`src/rtl/sel_timeout_timer.sv`:
```
module sel_timeout_timer #(
  parameter int BASE_DIV = 7682,
  parameter int CCF_W    = 4,
  parameter int UNIT_W   = 8,
  parameter int CCF_MIN  = 2
) (
  input  logic              clk,
  input  logic              rst_n,
  input  logic              tmo_wr,
  input  logic [UNIT_W-1:0] tmo_wdata,
  input  logic [CCF_W-1:0]  ccf,
  input  logic              sel_start,
  input  logic              sel_stop,
  output logic              running,
  output logic              tmo_evt
);

  localparam int BASE_W = (BASE_DIV > 2) ? $clog2(BASE_DIV) : 1;
  localparam int CNT_W  = UNIT_W + 1;

  logic [UNIT_W-1:0] tmo_q;
  logic [CCF_W-1:0]  ccf_q;
  logic [BASE_W-1:0] pa;
  logic [CCF_W-1:0]  pb;
  logic [CNT_W-1:0]  units;
  logic              run_q, evt_q;

  logic [UNIT_W-1:0] tmo_use;
  logic [CCF_W-1:0]  ccf_eff;
  logic [CNT_W-1:0]  load_units;
  logic              pa_wrap, pb_wrap, tick, last;

  assign tmo_use    = tmo_wr ? tmo_wdata : tmo_q;
  assign ccf_eff    = (ccf < CCF_W'(CCF_MIN)) ? CCF_W'(CCF_MIN) : ccf;
  assign load_units = (tmo_use == '0) ? CNT_W'(1 << UNIT_W) : {1'b0, tmo_use};
  assign pa_wrap    = (pa == BASE_W'(BASE_DIV - 1));
  assign pb_wrap    = (pb == ccf_q - 1'b1);
  assign tick       = run_q & pa_wrap & pb_wrap;
  assign last       = tick & (units == CNT_W'(1));

  assign running = run_q;
  assign tmo_evt = evt_q;

  always_ff @(posedge clk or negedge rst_n) begin
    if (!rst_n) tmo_q <= '0;
    else if (tmo_wr) tmo_q <= tmo_wdata;
  end

  always_ff @(posedge clk or negedge rst_n) begin
    if (!rst_n) begin
      run_q <= 1'b0;
      evt_q <= 1'b0;
      pa    <= '0;
      pb    <= '0;
      units <= '0;
      ccf_q <= CCF_W'(CCF_MIN);
    end else if (sel_start) begin
      run_q <= 1'b1;
      evt_q <= 1'b0;
      pa    <= '0;
      pb    <= '0;
      units <= load_units;
      ccf_q <= ccf_eff;
    end else if (sel_stop) begin
      run_q <= 1'b0;
      evt_q <= 1'b0;
    end else if (run_q) begin
      pa <= pa_wrap ? '0 : pa + 1'b1;
      if (pa_wrap) pb <= pb_wrap ? '0 : pb + 1'b1;
      if (tick) units <= units - 1'b1;
      if (last) run_q <= 1'b0;
      evt_q <= last;
    end else begin
      evt_q <= 1'b0;
    end
  end

  a_r3_evt_single: assert property (@(posedge clk) disable iff (!rst_n)
    tmo_evt |=> !tmo_evt);
  a_r3_evt_ends_run: assert property (@(posedge clk) disable iff (!rst_n)
    tmo_evt |-> (!running && $past(running)));
  a_r6_stop_quiets: assert property (@(posedge clk) disable iff (!rst_n)
    (sel_stop && !sel_start) |=> (!running && !tmo_evt));
  a_r8_start_runs: assert property (@(posedge clk) disable iff (!rst_n)
    sel_start |=> (running && !tmo_evt));
  a_r5_ccf_floor: assert property (@(posedge clk) disable iff (!rst_n)
    running |-> (ccf_q >= CCF_W'(CCF_MIN)));
  a_r4_units_bounded: assert property (@(posedge clk) disable iff (!rst_n)
    running |-> (units != '0 && units <= CNT_W'(1 << UNIT_W)));
  a_r10_idle_no_evt: assert property (@(posedge clk) disable iff (!rst_n)
    (!running && !sel_start) |=> !tmo_evt);

endmodule

```
`config.mk`:
```
export PLATFORM = sky130hd
export DESIGN_NAME = sel_timeout_timer
export DESIGN_NICKNAME = d
export VERILOG_FILES = /design/src/rtl/sel_timeout_timer.sv
export SDC_FILE = /design/constraint.sdc
export NUM_CORES = 1
export LEC_CHECK = 0
export BUFFER_PORTS_ARGS = -buffer_cell sky130_fd_sc_hd__buf_2
export CORE_MARGIN = 2
export CORE_UTILIZATION = 25
export DETAILED_ROUTE_END_ITERATION = 8
export PLACE_DENSITY = 0.45
export SLEW_MARGIN = 25
export SYNTH_ARGS = -nofsm -noshare
export SYNTH_HDL_FRONTEND = slang
export SYNTH_SLANG_ARGS = --single-unit
```
`constraint.sdc`:
```
create_clock -name clk -period 1.9 [get_ports clk]
set_input_delay 0.285 -clock clk [delete_from_list [all_inputs] [get_ports clk]]
set_output_delay 0.285 -clock clk [all_outputs]
set_load 0.01 [all_outputs]
```
==> results of run 1 <==
-- stage by stage --
| stage | total power [W] | cells | area [um2] | util, % | setup WS, ns |
|---|---|---|---|---|---|
| after floorplan | 0.00125 | 219 | 2210 | - | -0.102 |
| after global placement | 0.00142 | 362 | 2570 | 29.8 | -0.0442 |
| after detailed placement | 0.00142 | 362 | 2570 | 29.8 | -0.120 |
| after CTS | 0.00200 | 370 | 2670 | 30.9 | -0.0602 |
| after global routing | 0.00212 | 370 | 2700 | 31.2 | -0.106 |
| final | 0.00199 | 370 | 2700 | 31.2 | -0.0172 |
-- routing by layer --
metal | share of wire, % | global-route usage (%) | wire length (um) | vias up
met1 | 52 | 15.8 | 2500 | 838
li1 | - | - | - | 871
met5 | 0 | 0 | 0 | -
met2 | 44 | 17.4 | 2120 | 25
met4 | 0.75 | 2.56 | 36 | 0
met3 | 3.0 | 2.15 | 145 | 5
-- cells in the final DEF (no fill, tap or decap), types with 2 or more instances in the layout --
| cell type | instances |
|---|---|
| dfrtp_1 | 39 |
| a22o_1 | 2 |
| nand3_1 | 9 |
| o21ai_0 | 8 |
| and3_1 | 3 |
| nand4_1 | 5 |
| nand2_1 | 23 |
| nand2b_1 | 4 |
| nand4b_1 | 2 |
| mux2_2 | 10 |
| nor2_1 | 20 |
| buf_4 | 21 |
| a21oi_1 | 9 |
| nor4_1 | 4 |
| ha_1 | 5 |
| nor4_4 | 2 |
| clkbuf_8 | 5 |
| or3_1 | 3 |
| a211oi_1 | 2 |
| nor3_1 | 6 |
| buf_2 | 18 |
| inv_1 | 5 |
| and3_2 | 3 |
| xor2_1 | 7 |
| o21ai_1 | 4 |
| xnor2_1 | 6 |
| and2_1 | 2 |
| or2_2 | 4 |
| a32oi_1 | 3 |
-- power by group --
| group | internal, W | total (W) | switching [W] |
|---|---|---|---|
| clock | 0.000257 | 0.000557 | 0.000300 |
| sequential | 0.000927 | 0.000993 | 0.0000666 |
| combinational | 0.000224 | 0.000440 | 0.000216 |
| total | 0.00141 | 0.00199 | 0.000582 |
-- Yosys cell counts (2+ instances only) --
library cell and n:
xnor2_1 7, a21oi_1 9, nand4b_1 2, dfrtp_1 39, and2_1 2, nand4_1 5, nand3_1 9, ha_1 6
nand2b_1 4, inv_1 6, clkbuf_1 2, a32oi_1 3, and3_2 3, nor3_1 7, o21ai_0 9, or2_2 4
mux2_2 10, and3_1 3, nor2_1 20, nand2_1 23, a211oi_1 2, or3_1 3, xor2_1 7, nor4_1 4
o21ai_1 3, a22o_1 2
-- timing repair --
| item | in CTS | in global routing |
|---|---|---|
| setup endpoints to repair | 7 | 15 |
| gates resized for setup | 2 | 6 |
| pin swaps | 8 | 2 |
-- registers in the layout (all words and copies together), names as in the netlist --
signal and cells:
tmo_evt 1, units 9, pa 13, tmo_q 8, pb 4, running 1
ccf_q 4
-- cell type report --
class	count	area, um2	share of cell area [%]
clock inverter	2	12.5	0.464
sequential	40	1000	37.2
multi-input combinational	167	1170	43.5
timing repair buffer	41	279	10.3
clock buffer	6	72.6	2.69
inverter	6	22.5	0.835
tap	108	135	5.01
-- cell families (layout without fill, tap and decap cells) --
| group | after synthesis | after routing |
|---|---|---|
| muxes | 11 | 11 |
| AOI/OAI and AO/OA | 37 | 37 |
| and+or+nand+nor | 98 | 98 |
| adders and majority gates | 6 | 6 |
| xor gates and xnor gates | 15 | 15 |
| DFF | 40 | 40 |
| buffers and inverters | 12 | 55 |
-- worst max-delay path by stage --
stage	from	endpoint	slack, ns	cells past startpoint
finish	ccf_q[1]	units[8]	-0.02	8
global route	ccf_q[1]	units[4]	-0.11	8
CTS	ccf_q[1]	units[4]	-0.06	8
detailed placement	pa[8]	units[4]	-0.12	5
global placement	pa[8]	units[4]	-0.04	5
floorplan	pa[6]	units[2]	-0.10	6
==> results.md, run 1 <==
* Worst r2r src: ccf_q[1]
* Largest net degree at the start of global routing at 41
* CTS Buf Count at 5
* Diode count at 0
* Synth unique cells at 51
* Final Hold Fails at 0
* Compound-Gate Fraction of Synth Area at 11.0%
* Reg2reg end: units[8]
* Data required, critical path at 2.08 ns
* CP arrival at 2.10 ns
* Post-Synth Adder-Cell Area at 3.41%
* Worst-path clk slew at 0.08 ns
* Clock sinks at 40
* Worst clock skew at about 0.012 ns
* Buf/Inv on CP at 2
* Worst path max stage delay at between 0.5 and 0.6 ns
* CTS root buf: clkbuf_8
* Dpl hpwl at 3640 um
* Final setup fails at 2
* Failing checks: setup timing
* Vias in the first global route at 1793
* Top cells by area, synth: dfrtp_1 (44%), mux2_2 (5.1%), nand2_1 (3.9%), ha_1 (3.4%), nor2_1 (3.4%)
* Worst reg2reg path depth at 8
* Slew HR at 64.5%
* Critical Path Sink Type: flip-flop
* Unrepaired setup endpoints after global routing: yes
* Area share of the largest cell type after synthesis at 44.3%
* Post-route DRC at 0
* EDFF count, synth at 0
* Post-synthesis mux area share at 5.63%
* Cell chain of the critical path: inv_2 > ha_4 > xnor2_2 > nor3_4 > and3_4 > buf_4 > o22a_2 > o22a_1
* Die footprint at 0.00957 mm2
* Cell Pwr Density at 738 mW/mm2
* CORE AREA at 0.00864 mm2
* Post-Synth Simple-Gate Area at 24.3%
* Port Buf Inserts at 18
* Leakage at between 1 and 1.5 nW
* Syn Std Cell Area at between 0.002 and 0.0025 mm2
* Top_reg_cell synth: dfrtp_1
* Area grow syn2layout at 22.5%
* Die Width at roughly 100 um
* Slew @ Worst Pin at roughly 0.53 ns
* Routed len/inst at between 10 and 15 um
* H-tree depth at 2
* Fillcell total at 888
* CP delay by family, top: flip-flops
* Setup WS post-layout at -0.0172 ns
* Synthesized Nets at approximately 240
* Mapped Cells at 219
* Status: complete, but fails checks
* Fin crit period at 1.92 ns
* Worst hold slack at 0.0533 ns
* Row cnt at 34
* Critical Path Slowest Stage Cell: dfstp_2
* Syn. warnings at 0
* Ys async rst share at 100%
* Grt total ovfl at 0
* Post-CTS Setup Inserts at 0
* CTS tree: yes
* Fin. max-slew vios at 0
* Starting DRT DRC Count at between 70 and 80
* CP Max Fanout at 7
* Die height at 97.8 um
* Routability Congestion at 0.748
* R2R Setup Slk at -0.02 ns
* Sum of negative setup slack at -0.0203 ns
* Total GRT Usage at 11.1%
* DR pass1 iterations at 4
* Final period utilization at 101%
* CTS Hold Bufs at 0
* Avg Inst Size Synth at ~10 um2
* Routed wire length at 4810 um
* Share of cells above drive strength 1 at 30.2%
* First-pass GRT wire length at around 8700 um
* Antenna violations before repair at 0
* Seq/Total Area, Yosys at roughly 46%
* Insertion delay to the later sink of the worst-skew pair at 0.29 ns
* Io pins at 19
* Synth area leader: dfrtp_1
* Via Count at 1739
* Max Cap Viol at 0
* Vias per inst at 4.70
* Max Clock Freq at 0.522 GHz
* Clock Path Buffers at 2
* Post-route ant nets at 0
* Combinational family with the most area after synthesis: simple AND/OR/NAND/NOR gates
* Hold/Removal Path Class: in -> async
* Final #Nets at ~280
* XOR/XNOR share of the synthesized area at 6.65%
* Critical path class: reg -> reg
* Startpoint types: flip-flop
* Initial cell density of the core at 25.5%
* Post-synthesis register bit count at 40
* Worst IR Drop VDD at 0.337 mV
Note: power is estimated with default switching activity, not from simulation.
==> run 2, diff against run 1 <==
- CORE_ASPECT_RATIO: default -> 0.8
==> run 2 against run 1 <==
  * The flow still finishes with violations (setup timing)
  * Global-route usage is 0.91 points higher
  * Utilization grew 1.7 points
  * Setup slack worse by 0.031 ns
  * Combinational power up 9.1%
  * Die area about the same
  * Clock skew decreased by 0.0034 ns
  * Critical path type unchanged
  * Sequential power about the same
  * Fmax fell by 1.6%
  * Count of clock-buffer cells in the layout grew 2
  * Total power increased by 4.6%
  * Wire length up 5.5%
==> results.md, run 2 (synthesis results as in run 1) <==
* Via Count at 1729
* Post-route DRC at 0
* Die height at 87.9 um
* Leakage at ~1.2 nW
* Routed wire length at 5070 um
* Most frequent cells in the layout: dfrtp_1 (39), buf_4 (26), nand2_1 (22)
* Routability Congestion at 0.812
* Final total power at 0.00208 W
* Clock sinks at 40
* Io pins at 19
* Dpl hpwl at 3810 um
* Max Cap Viol at 0
* Most common cell after layout, fill and taps aside: dfrtp_1
* Critical path class: reg -> reg
* Status: complete, but fails checks
* Fin util at 32.9%
* Data required, critical path at 2.09 ns
* Critical Path Sink Type: flip-flop
* Unrepaired setup endpoints after global routing: yes
* Die Width at between 100 and 150 um
* First-pass GRT wire length at 8680 um
* Cells on Worst Hold Path at 2
* Die footprint at 0.00957 mm2
* CTS root buf: clkbuf_8
* Worst reg2reg path depth at 8
* Insertion delay to the later sink of the worst-skew pair at 0.30 ns
* Multi-input logic area at around 0.0012 mm2
* Diode count at 0
* Failing checks: setup timing
* Antenna violations before repair at 0
* Area grow syn2layout at 27.5%
* Max Clock Freq at 0.513 GHz
* Slew @ Worst Pin at 0.582 ns
* H-tree depth at 2
* Cell chain of the critical path: inv_2 > ha_4 > xnor2_4 > nor3_4 > and3_4 > buf_4 > o22a_2 > o22a_1
* Final period utilization at 103%
* Starting DRT DRC Count at 64
* Final #Nets at 291
* Clock Path Buffers at 2
* DR pass1 iterations at 4
* CP arrival at between 2 and 2.5 ns
* Fin crit period at 1.95 ns
* Initial cell density of the core at 25.8%
* CORE AREA at between 0.008 and 0.009 mm2
* CTS Buf Count at 5
* Share of cells above drive strength 1 at 33.1%
* Startpoint types: flip-flop
* Reg area at 0.00100 mm2
* Max FFs per register at 13
* Biggest regs: pa: 13 flops, units: 9 flops, tmo_q: 8 flops
* Post-route ant nets at 0
* Grt total ovfl at 0
* Largest net degree at the start of global routing at 24
* Final Hold Fails at 0
* Worst clock skew at approximately 0.0088 ns
* Routed len/inst at 13.3 um
* Row cnt at 30
* Worst-path clk slew at 0.08 ns
* CP Max Fanout at 6
* Biggest register: pa
* Critical Path Slowest Stage Cell: dfstp_2
* Vias per inst at 4.54
* Fillcell total at 846
* Setup WS post-layout at -0.0487 ns
* Final setup fails at 4
* Port Buf Inserts at 18
* CTS tree: yes
* Total GRT Usage at 12.0%
* Worst IR Drop VDD at 0.257 mV
* Worst path max stage delay at around 0.54 ns
* Slew HR at 61.2%
* Vias in the first global route at 1728
* Cell Pwr Density at about 740 mW/mm2
* Hold/Removal Path Class: in -> reg
* Fin. max-slew vios at 0
[run 2: cell count changes in the layout (fill, tap and decap cells not counted), sizes merged]
| cell | delta |
|---|---|
| buf | +6 |
| clkbuf | +2 |
| clkinv | -1 |
| clkinvlp | -1 |
| dlygate4sd3 | +1 |
[run 2: worst max-delay path: cells and delay by family (launching register included)]
| kind | cells | cell delay [ns] |
|---|---|---|
| xor+xnor | 1 | 0.13 |
| compound gates | 2 | 0.40 |
| fa+ha+maj | 1 | 0.29 |
| flops | 1 | 0.54 |
| buf+inv | 2 | 0.20 |
| simple gates | 2 | 0.30 |
[run 2: final timing paths]
check / slack [ns] / startpoint / endpoint
hold / removal: 0.20 / sel_stop / tmo_evt
setup reg to reg: -0.05 / ccf_q[1] / units[8]
max in group asynchronous: 0.94 / rst_n / pb[1]
min in group asynchronous: 0.46 / rst_n / tmo_q[2]
setup / recovery: -0.05 / ccf_q[1] / units[8]
hold reg to reg: 0.53 / tmo_q[2] / tmo_q[2]
[run 2: layout make-up]
type | count | share of cell area (%)
Clock buffer | 8 | 3.21
Inverter | 6 | 0.802
Multi-Input combinational cell | 167 | 42.9
Sequential cell | 40 | 35.7
Tap cell | 112 | 4.99
Timing Repair Buffer | 48 | 12.3
[run 2: stage by stage]
stage / hold slack (ns) / std cells / area, um2 / TNS (ns) / setup WS (ns)
2_1_floorplan: -0.0106 / 219 / 2210 / -0.145 / -0.102
3_3_place_gp: 0.268 / 371 / 2630 / -0.321 / -0.0998
6_report: 0.199 / 381 / 2810 / -0.0801 / -0.0487
5_1_grt: 0.192 / 381 / 2810 / -1.04 / -0.139
4_1_cts: 0.219 / 380 / 2760 / -0.107 / -0.0319
3_5_place_dp: 0.276 / 371 / 2630 / -0.588 / -0.108
[run 2: report_power, final]
part | leakage (nW) | internal (W) | switching (W)
sequential | 0.507 | 0.000927 | 0.0000690
combinational | 0.659 | 0.000250 | 0.000230
clock | 0.0455 | 0.000297 | 0.000309
[run 2: repair_timing]
item,in CTS,in global routing
gates resized for setup,5,10
buffers inserted,0,1
endpoints found under the setup margin,11,13
pin swaps,9,7
endpoints found under the hold margin,16,0
hold buffers,1,0
[run 2: per-layer routing]
| metal | global-route usage, % | up-vias | share of wire [%] |
|---|---|---|---|
| met4 | 3.50 | 0 | 1.0 |
| met2 | 17.2 | 20 | 43 |
| met3 | 3.79 | 5 | 3.6 |
| li1 | - | 882 | - |
| met1 | 17.2 | 822 | 52 |
| met5 | 0 | - | 0 |
